$ cat config.mk
export PLATFORM = sky130hd
export DESIGN_NAME = shadow_pwm_gen
export DESIGN_NICKNAME = d
export VERILOG_FILES = /design/src/rtl/pwmg_pkg.sv /design/src/rtl/pwmg_regs.sv /design/src/rtl/pwmg_chan.sv /design/src/rtl/shadow_pwm_gen.sv
export SDC_FILE = /design/constraint.sdc
export NUM_CORES = 2
export LEC_CHECK = 0
export BUFFER_PORTS_ARGS = -buffer_cell sky130_fd_sc_hd__clkbuf_2
export CORE_AREA = 2 2 389 391
export DETAILED_ROUTE_END_ITERATION = 10
export DIE_AREA = 0 0 391 393
export HOLD_SLACK_MARGIN = 0.06
export SLEW_MARGIN = 20
export SYNTH_ARGS = -nofsm -noshare
export SYNTH_HDL_FRONTEND = slang
export SYNTH_SLANG_ARGS = --single-unit
$ cat constraint.sdc
create_clock -name clk -period 4.3 [get_ports clk]
set_input_delay 0.43 -clock clk [delete_from_list [all_inputs] [get_ports clk]]
set_output_delay 0.43 -clock clk [all_outputs]
set_load 0.02 [all_outputs]
$ cat src/rtl/pwmg_pkg.sv
package pwmg_pkg;
    localparam logic [31:0] MAGIC_WORD   = 32'h601A_3471;
    localparam logic [31:0] VERSION_WORD = 32'h0002_0000;
    // word indices (byte address bits 7:2)
    localparam logic [5:0] IDX_VERSION = 6'd0;
    localparam logic [5:0] IDX_ID      = 6'd1;
    localparam logic [5:0] IDX_SCRATCH = 6'd2;
    localparam logic [5:0] IDX_MAGIC   = 6'd3;
    localparam logic [5:0] IDX_CFG     = 6'd4;
    localparam logic [5:0] IDX_COUNT   = 6'd5;
    // channel banks selected by index bits 5:4
    localparam logic [1:0] BANK_PER  = 2'd1;
    localparam logic [1:0] BANK_DUTY = 2'd2;
    localparam logic [1:0] BANK_OFF  = 2'd3;
    localparam int CFG_RST_BIT  = 0;
    localparam int CFG_LOAD_BIT = 1;
endpackage

$ cat src/rtl/pwmg_regs.sv
module pwmg_regs
    import pwmg_pkg::*;
#(
    parameter int          NCH     = 4,
    parameter int          W       = 32,
    parameter logic [31:0] CORE_ID = 32'h0000_0001
) (
    input  logic                    clk,
    input  logic                    rst_n,
    input  logic                    wr_en,
    input  logic [7:0]              wr_addr,
    input  logic [31:0]             wr_data,
    input  logic [7:0]              rd_addr,
    output logic [31:0]             rd_data,
    output logic                    core_on,
    output logic                    load_pulse,
    output logic [NCH-1:0][W-1:0]   ac_per,
    output logic [NCH-1:0][W-1:0]   ac_duty,
    output logic [NCH-1:0][W-1:0]   ac_off,
    output logic [NCH-1:0][W-1:0]   sh_off
);
    localparam int CHW = (NCH > 1) ? $clog2(NCH) : 1;

    typedef struct packed {
        logic                  core_rst;
        logic [31:0]           scratch;
        logic [NCH-1:0][W-1:0] sh_per;
        logic [NCH-1:0][W-1:0] sh_duty;
        logic [NCH-1:0][W-1:0] sh_off;
        logic [NCH-1:0][W-1:0] ac_per;
        logic [NCH-1:0][W-1:0] ac_duty;
        logic [NCH-1:0][W-1:0] ac_off;
    } regs_t;

    regs_t st_d, st_q;

    logic [5:0]     wr_idx, rd_idx;
    logic [CHW-1:0] wr_ch, rd_ch;
    logic           wr_ch_ok, rd_ch_ok;
    logic           load_d;
    logic           unused_lsb;

    assign wr_idx     = wr_addr[7:2];
    assign rd_idx     = rd_addr[7:2];
    assign wr_ch      = wr_idx[CHW-1:0];
    assign rd_ch      = rd_idx[CHW-1:0];
    assign wr_ch_ok   = ({28'd0, wr_idx[3:0]} < 32'(NCH));
    assign rd_ch_ok   = ({28'd0, rd_idx[3:0]} < 32'(NCH));
    assign unused_lsb = ^{wr_addr[1:0], rd_addr[1:0]};

    always_comb begin
        st_d   = st_q;
        load_d = 1'b0;
        if (wr_en) begin
            case (wr_idx)
                IDX_SCRATCH: st_d.scratch = wr_data;
                IDX_CFG: begin
                    st_d.core_rst = wr_data[CFG_RST_BIT];
                    load_d        = wr_data[CFG_LOAD_BIT];
                end
                default: begin
                    if (wr_idx[5:4] != 2'd0 && wr_ch_ok) begin
                        case (wr_idx[5:4])
                            BANK_PER:  st_d.sh_per[wr_ch]  = wr_data[W-1:0];
                            BANK_DUTY: st_d.sh_duty[wr_ch] = wr_data[W-1:0];
                            default:   st_d.sh_off[wr_ch]  = wr_data[W-1:0];
                        endcase
                    end
                end
            endcase
        end
        if (load_d) begin
            st_d.ac_per  = st_q.sh_per;
            st_d.ac_duty = st_q.sh_duty;
            st_d.ac_off  = st_q.sh_off;
        end
    end

    always_ff @(posedge clk or negedge rst_n) begin
        if (!rst_n) begin
            st_q          <= '0;
            st_q.core_rst <= 1'b1;
        end else begin
            st_q <= st_d;
        end
    end

    always_comb begin
        rd_data = 32'd0;
        case (rd_idx)
            IDX_VERSION: rd_data = VERSION_WORD;
            IDX_ID:      rd_data = CORE_ID;
            IDX_SCRATCH: rd_data = st_q.scratch;
            IDX_MAGIC:   rd_data = MAGIC_WORD;
            IDX_CFG:     rd_data = {31'd0, st_q.core_rst};
            IDX_COUNT:   rd_data = 32'(NCH);
            default: begin
                if (rd_idx[5:4] != 2'd0 && rd_ch_ok) begin
                    case (rd_idx[5:4])
                        BANK_PER:  rd_data = 32'(st_q.sh_per[rd_ch]);
                        BANK_DUTY: rd_data = 32'(st_q.sh_duty[rd_ch]);
                        default:   rd_data = 32'(st_q.sh_off[rd_ch]);
                    endcase
                end
            end
        endcase
    end

    assign core_on    = ~st_q.core_rst;
    assign load_pulse = load_d;
    assign ac_per     = st_q.ac_per;
    assign ac_duty    = st_q.ac_duty;
    assign ac_off     = st_q.ac_off;
    assign sh_off     = st_q.sh_off;
endmodule

$ cat src/rtl/pwmg_chan.sv
module pwmg_chan #(
    parameter int W = 32
) (
    input  logic         clk,
    input  logic         rst_n,
    input  logic         enable,
    input  logic         load,
    input  logic [W-1:0] per,
    input  logic [W-1:0] duty,
    input  logic [W-1:0] off,
    input  logic [W-1:0] off_next,
    output logic         pwm
);
    typedef struct packed {
        logic         waiting;
        logic [W-1:0] cnt;
    } chan_t;

    chan_t c_d, c_q;
    logic  run;

    assign run = enable && (per != '0);

    always_comb begin
        c_d = c_q;
        if (load) begin
            c_d.waiting = (off_next != '0);
            c_d.cnt     = '0;
        end else if (!run) begin
            c_d.waiting = (off != '0);
            c_d.cnt     = '0;
        end else if (c_q.waiting) begin
            if (c_q.cnt == off - W'(1)) begin
                c_d.waiting = 1'b0;
                c_d.cnt     = '0;
            end else begin
                c_d.cnt = c_q.cnt + W'(1);
            end
        end else begin
            c_d.cnt = (c_q.cnt == per - W'(1)) ? '0 : c_q.cnt + W'(1);
        end
    end

    always_ff @(posedge clk or negedge rst_n) begin
        if (!rst_n) c_q <= '0;
        else        c_q <= c_d;
    end

    assign pwm = run && !c_q.waiting && (c_q.cnt < duty);
endmodule

$ cat src/rtl/shadow_pwm_gen.sv
module shadow_pwm_gen #(
    parameter int          NCH     = 4,
    parameter int          W       = 32,
    parameter logic [31:0] CORE_ID = 32'h0000_0001
) (
    input  logic            clk,
    input  logic            rst_n,
    input  logic            wr_en,
    input  logic [7:0]      wr_addr,
    input  logic [31:0]     wr_data,
    input  logic [7:0]      rd_addr,
    output logic [31:0]     rd_data,
    output logic [NCH-1:0]  pwm_out
);
    logic                  core_on;
    logic                  load_pulse;
    logic [NCH-1:0][W-1:0] ac_per, ac_duty, ac_off, sh_off;

    pwmg_regs #(.NCH(NCH), .W(W), .CORE_ID(CORE_ID)) u_regs (
        .clk        (clk),
        .rst_n      (rst_n),
        .wr_en      (wr_en),
        .wr_addr    (wr_addr),
        .wr_data    (wr_data),
        .rd_addr    (rd_addr),
        .rd_data    (rd_data),
        .core_on    (core_on),
        .load_pulse (load_pulse),
        .ac_per     (ac_per),
        .ac_duty    (ac_duty),
        .ac_off     (ac_off),
        .sh_off     (sh_off)
    );

    for (genvar i = 0; i < NCH; i++) begin : g_ch
        pwmg_chan #(.W(W)) u_chan (
            .clk      (clk),
            .rst_n    (rst_n),
            .enable   (core_on),
            .load     (load_pulse),
            .per      (ac_per[i]),
            .duty     (ac_duty[i]),
            .off      (ac_off[i]),
            .off_next (sh_off[i]),
            .pwm      (pwm_out[i])
        );
    end
endmodule

; ---- After elaboration in Yosys (flattened, before gate mapping)
; Index checks and enable logic that the tools add are counted.
[totals]
regBits = 933
output_inout_bits = 36
[classes]
add_sub_neg = 12
order_cmp = 9
eq_ne = 19
muxes = 44
bitwise = 3
n_reduce_logical = 41
[op_table]
columns = op, n
row1 = 32-bit 2-to-1 mux, 17
row2 = 128-bit bitwise mux, 3
row3 = 32-bit nonzero test, 12
row4 = 33-bit 2-to-1 mux, 8
row5 = 32-bit == test, 8
row6 = "32-bit by 1-bit subtractor with 32-bit output, second input constant", 8
row7 = 32-bit binary-select mux with 2-bit select, 3
row8 = 32-bit one-hot mux with 6 select lines, 1
row9 = "32-bit by 1-bit adder with 32-bit output, second input constant", 4
row10 = 32-bit less-than comparator, 4
row11 = 32-bit demux with 2-bit select, 1
row12 = 32-bit one-hot mux with 2 select lines, 1
row13 = "6-bit by 2-bit == test with 1-bit output, second input constant", 3
row14 = "6-bit by 3-bit == test with 1-bit output, second input constant", 3
row15 = 1-bit logical AND, 15
row16 = 4-bit AND reduction, 3
row17 = 1-bit 2-to-1 mux, 10
row18 = "4-bit by 3-bit less-than comparator with 1-bit output, second input constant", 2
row19 = "6-bit by 1-bit == test with 1-bit output, second input constant", 1
row20 = 6-bit logical NOT, 1
row21 = "2-bit by 3-bit less-than comparator with 1-bit output, second input constant", 2
row22 = "2-bit by 1-bit == test with 1-bit output, second input constant", 2
row23 = "2-bit == test, second input constant", 2
row24 = 1-bit logical NOT, 4
row25 = other kinds (5), 10

; ---- Longest topological paths before layout
[depth]
word_depth = 6
ltp_mapped = 14
mapped_depth_nobuf = 11

; ---- Cells and area by module
; A second synthesis with hierarchy kept.
[unflattened]
cells_unflattened = 5320
area_unflattened_um2 = 57388.8
[by_module_without_submodules]
columns = mod, instances, cells_each, area_each_um2, seq_area_each_um2
row1 = pwmg_regs, 1, 2717, 37279.5, 20045.5
row2 = pwmg_chan (g_ch[0].u_chan ...), 3, 638, 4890.9, 825.8
row3 = pwmg_chan (g_ch[3].u_chan), 1, 689, 5436.5, 825.8

; ---- Worst setup path before layout
; Ideal clock, no wire load.
[synth_path]
path_type = reg-to-reg
from = register u_regs.st_q, in the netlist u_regs.ac_per[8]
to = register g_ch[0].u_chan.c_q[24] in the netlist's numbering
arrival_ns = 3.580
slack_ns = 0.601
stages_incl_launch_ff = 13
path_buffers = 3
period_less_slack_ns = 3.699
cell_sequence = dfrtp_1 -> or4_4 -> buf_6 -> or4_1 -> buf_2 -> or3_4 -> a21boi_1 -> a2111oi_4 -> o211ai_1 -> or4_4 -> o41ai_4 -> buf_6 -> nor2_2
[synth_lines]
columns = item, line_no
row1 = from (decl), pwmg_regs.sv:35  ; regs_t st_d, st_q;
row2 = from (signal assigned), pwmg_regs.sv:84  ; st_q <= st_d;
row3 = to (signal assigned), pwmg_chan.sv:45  ; if (!rst_n) c_q <= '0;
row4 = to (signal assigned), pwmg_chan.sv:46  ; else c_q <= c_d;
row5 = to (decl), pwmg_chan.sv:19  ; chan_t c_d, c_q;

; ---- Worst setup path after layout
[layout_path]
from = register u_regs.st_q, in the netlist u_regs.ac_per[86]
to = output port pwm_out[2]
[layout_via]
elab_chain_cells = 4
[layout_lines]
columns = item, line_no
row1 = 32-bit nonzero test, pwmg_chan.sv:22  ; assign run = enable && (per != '0);
row2 = 1-bit logical AND, pwmg_chan.sv:22
row3 = 1-bit logical AND (2 in series), pwmg_chan.sv:49  ; assign pwm = run && !c_q.waiting && (c_q.cnt < duty);
row4 = to (decl), shadow_pwm_gen.sv:13  ; output logic [NCH-1:0] pwm_out
; No other way between the ends.

==> results.py <==
metrics = {
    "grt": {
        "track_usage": 0.254,
        "overflow": 0,
        "antenna_found_initial": 11,
        "grt_start_max_net_pins": 110,
        "grt_pass1_vias": 39800,
        "grt_pass1_wl_um": 285000,
    },
    "synth": {
        "syn_avg_cell_area_um2": 9.80,
        "synth_seq_area_share": 0.449,
        "syn_area_um2": 52000,
        "synth_area_leader_cell": "dfrtp_1",
        "synth_top_area_frac": 0.449,
        "ys_async_sr_fraction": 1.00,
        "synth_area_leaders": "dfrtp_1 (45%), mux2_2 (9.3%), nand2_1 (7.6%), mux4_2 (4.2%), xnor2_1 (4.1%)",
        "syn_inst": 5302,
        "yosys.area_share.simple": 0.191,
        "synth_edf_count": 0,
        "yosys_warnings": 0,
        "ys_types": 87,
        "synth_xor_area_frac": 0.0725,
        "dominantRegCellSynth": "dfrtp_1",
        "synth_top_family_by_area": "simple AND/OR/NAND/NOR gates",
        "synth-compound-area-share": 0.0732,
        "synth_seq_cells": 933,
        "syn_nets": 5495,
        "synth.area.mux_share": 0.141,
        "synthAdderAreaFrac": 0.0344,
    },
    "timing": {
        "period_share": 0.963,
        "max_slew_margin": 0.292,
        "min_period_ns": 4.14,
        "tns_ns": 0,
        "worstMarginPinSlew_ns": 1.06,
        "hold_violations": 0,
        "finalSetupViolCount": 0,
        "grt_setup_unrepaired": "no",
        "finClkSkew_ns": 0.0503,
        "fmax_mhz": 242,
        "hold_slack_ns": 0.166,
        "drv_slew": 0,
    },
    "placed_design": {
        "gp_congestion": 0.972,
        "placed_cell_area_um2": 54700,
        "placedCellCount": 7105,
        "port_buffers": 82,
        "dp_hpwl_um": 148000,
    },
    "finish": {
        "fin_cells": 7294,
        "fin_nets": 5459,
        "final-seq-area_um2": 23300,
        "fill_cells": 14800,
        "layout_common_cells": "nand2_1 (1048), dfrtp_1 (932), mux2_2 (428), nor2_1 (260), o21ai_0 (259)",
        "area_growth_pct": 12.1,
        "fin_area_um2": 58200,
        "multi_input_area_um2": 26700,
        "final_common_cell": "nand2_1",
        "drive_above_1_share": 0.181,
    },
    "min_path": {
        "min_path_type": "in -> reg",
    },
    "setup_path": {
        "crit_arrival_ns": 3.71,
        "worstSetupPathType": "reg -> out",
        "endpoint_kind": "output port",
        "worstPathRequired_ns": 3.87,
        "cp-start-kind": "register",
        "path_max_fanout": 8,
    },
    "power": {
        "power.density_nw_per_um2": 406,
        "p_leak_nw": 27.5,
        "ir_drop_uv": 337,
        "finalPower_w": 0.0237,
    },
    "clock_tree": {
        "htree_num_levels": 3,
        "root_buffer": "clkbuf_16",
        "clock_path_buffers": 3,
        "cts_tree": "yes",
        "cts_sinks": 933,
        "worstSkewPairLatency_ns": 0.74,
        "cts_buffers": 102,
        "path_clk_slew_ns": 0.06,
    },
    "detailed_routing": {
        "vias": 41700,
        "dr.pass1.iters": 6,
        "wl_um": 196000,
        "ant_nets": 0,
        "drc": 0,
        "routed_via_density": 5.71,
        "wire_per_inst_um": 26.9,
        "drtIter0Drc": 4925,
    },
    "outcome": {
        "status": "finished clean",
    },
    "floorplanning": {
        "dieHeight_um": 393,
        "die_w_um": 391,
        "std_cell_rows": 142,
        "die_area_um2": 154000,
        "io_pins": 87,
        "coreArea_um2": 149000,
        "initial_core_util": 0.348,
    },
    "job": {
        "maxCapViolCount": 0,
    },
}
per-layer routing:
layer | track usage | up-vias | share of wire
met1 | 0.347 | 21100 | 0.42
met2 | 0.379 | 1762 | 0.43
met4 | 0.111 | 12 | 0.051
li1 | - | 18400 | -
met3 | 0.0655 | 365 | 0.096
met5 | 0 | - | 0.00038
stage by stage:
stage	setup WS [ns]	util
floorplan	0.601	-
global placement	0.453	0.366
detailed placement	0.413	0.366
CTS	0.0596	0.390
global route	0.0439	0.390
finish	0.161	0.390
cells by family (layout without fill, tap and decap cells):
group | Yosys count | count (layout)
compound gates | 607 | 607
xor+xnor | 430 | 430
fa+ha+maj | 143 | 143
buf+inv | 521 | 566
flops | 933 | 933
mux | 558 | 558
other cells | 0 | 3
simple gates | 2110 | 2110
repair_timing:
action | CTS | global route
hold endpoints to repair | 73 | 0
endpoints found under the setup margin | 1 | 2
hold buffers | 1 | 0
buffers inserted | 0 | 0
resized for setup | 1 | 2
report_power, final:
part | internal [W] | leakage, nW | switching [W] | total, W
Sequential | 0.00959 | 12.1 | 0.00158 | 0.0112
Combinational | 0.00145 | 13.7 | 0.00178 | 0.00323
Clock | 0.00540 | 1.72 | 0.00386 | 0.00926
Total | 0.0164 | 27.5 | 0.00722 | 0.0237
area by class of cell:
cell class,count,share of cell area
antenna,3,0.000129
clock inverter,31,0.00818
timing repair buffer,194,0.0266
sequential,933,0.401
tap,1944,0.0418
inverter,187,0.0121
clock buffer,154,0.0525
multi-input combinational,3848,0.458
synth_stat cells (all sizes together), types with 10 or more instances:
master / count
clkbuf: 273
mux2i: 33
mux2: 428
a211oi: 13
a21o: 43
o31ai: 16
mux4: 97
nand2: 1049
and3: 32
nor4b: 18
ha: 142
xnor2: 246
o22ai: 23
nor2: 291
nor2b: 38
xor2: 184
nor4: 119
or4: 62
or2: 19
dfrtp: 932
o21ai: 259
nor3: 148
nand4b: 10
nand4: 82
a22oi: 39
nor3b: 13
nand3: 100
o211ai: 25
a21oi: 80
nand3b: 13
buf: 61
nand2b: 38
or3: 41
inv: 187
a31oi: 24
registers in the layout, summed over array words and instances (netlist names):
name	flops
u_regs.st_q	289
g_ch.u_chan.c_q	132
u_regs.ac_duty	128
u_regs.ac_off	128
u_regs.ac_per	128
u_regs.sh_off	128
worst paths after layout:
kind	startpoint	to	slack (ns)	cells after the start
setup / recovery	u_regs.ac_per[86]$_DFFE_PN0P_	pwm_out[2]	0.16	9
max in group asynchronous	rst_n	g_ch[3].u_chan.c_q[19]$_DFF_PN0_	2.73	3
hold reg to reg	u_regs.ac_duty[32]$_DFFE_PN0P_	u_regs.ac_duty[32]$_DFFE_PN0P_	0.48	2
setup reg to reg	u_regs.ac_per[32]$_DFFE_PN0P_	g_ch[1].u_chan.c_q[14]$_DFF_PN0_	0.35	12
hold / removal	wr_data[0]	u_regs.st_q[800]$_DFFE_PN1P_	0.17	3
min in group asynchronous	rst_n	u_regs.ac_duty[20]$_DFFE_PN0P_	0.43	2
worst max-delay path, cell delays in order, from the launching register on:
cell and delay, ns:
dfrtp_1 0.47, or4_1 0.58, or2_1 0.26, or4_1 0.46, or2_2 0.35, o31ai_4 0.29, a2111o_1 0.16, a31oi_1 0.04
and3_1 0.17, clkbuf_2 0.19
Note: power is estimated with default switching activity, not from simulation.
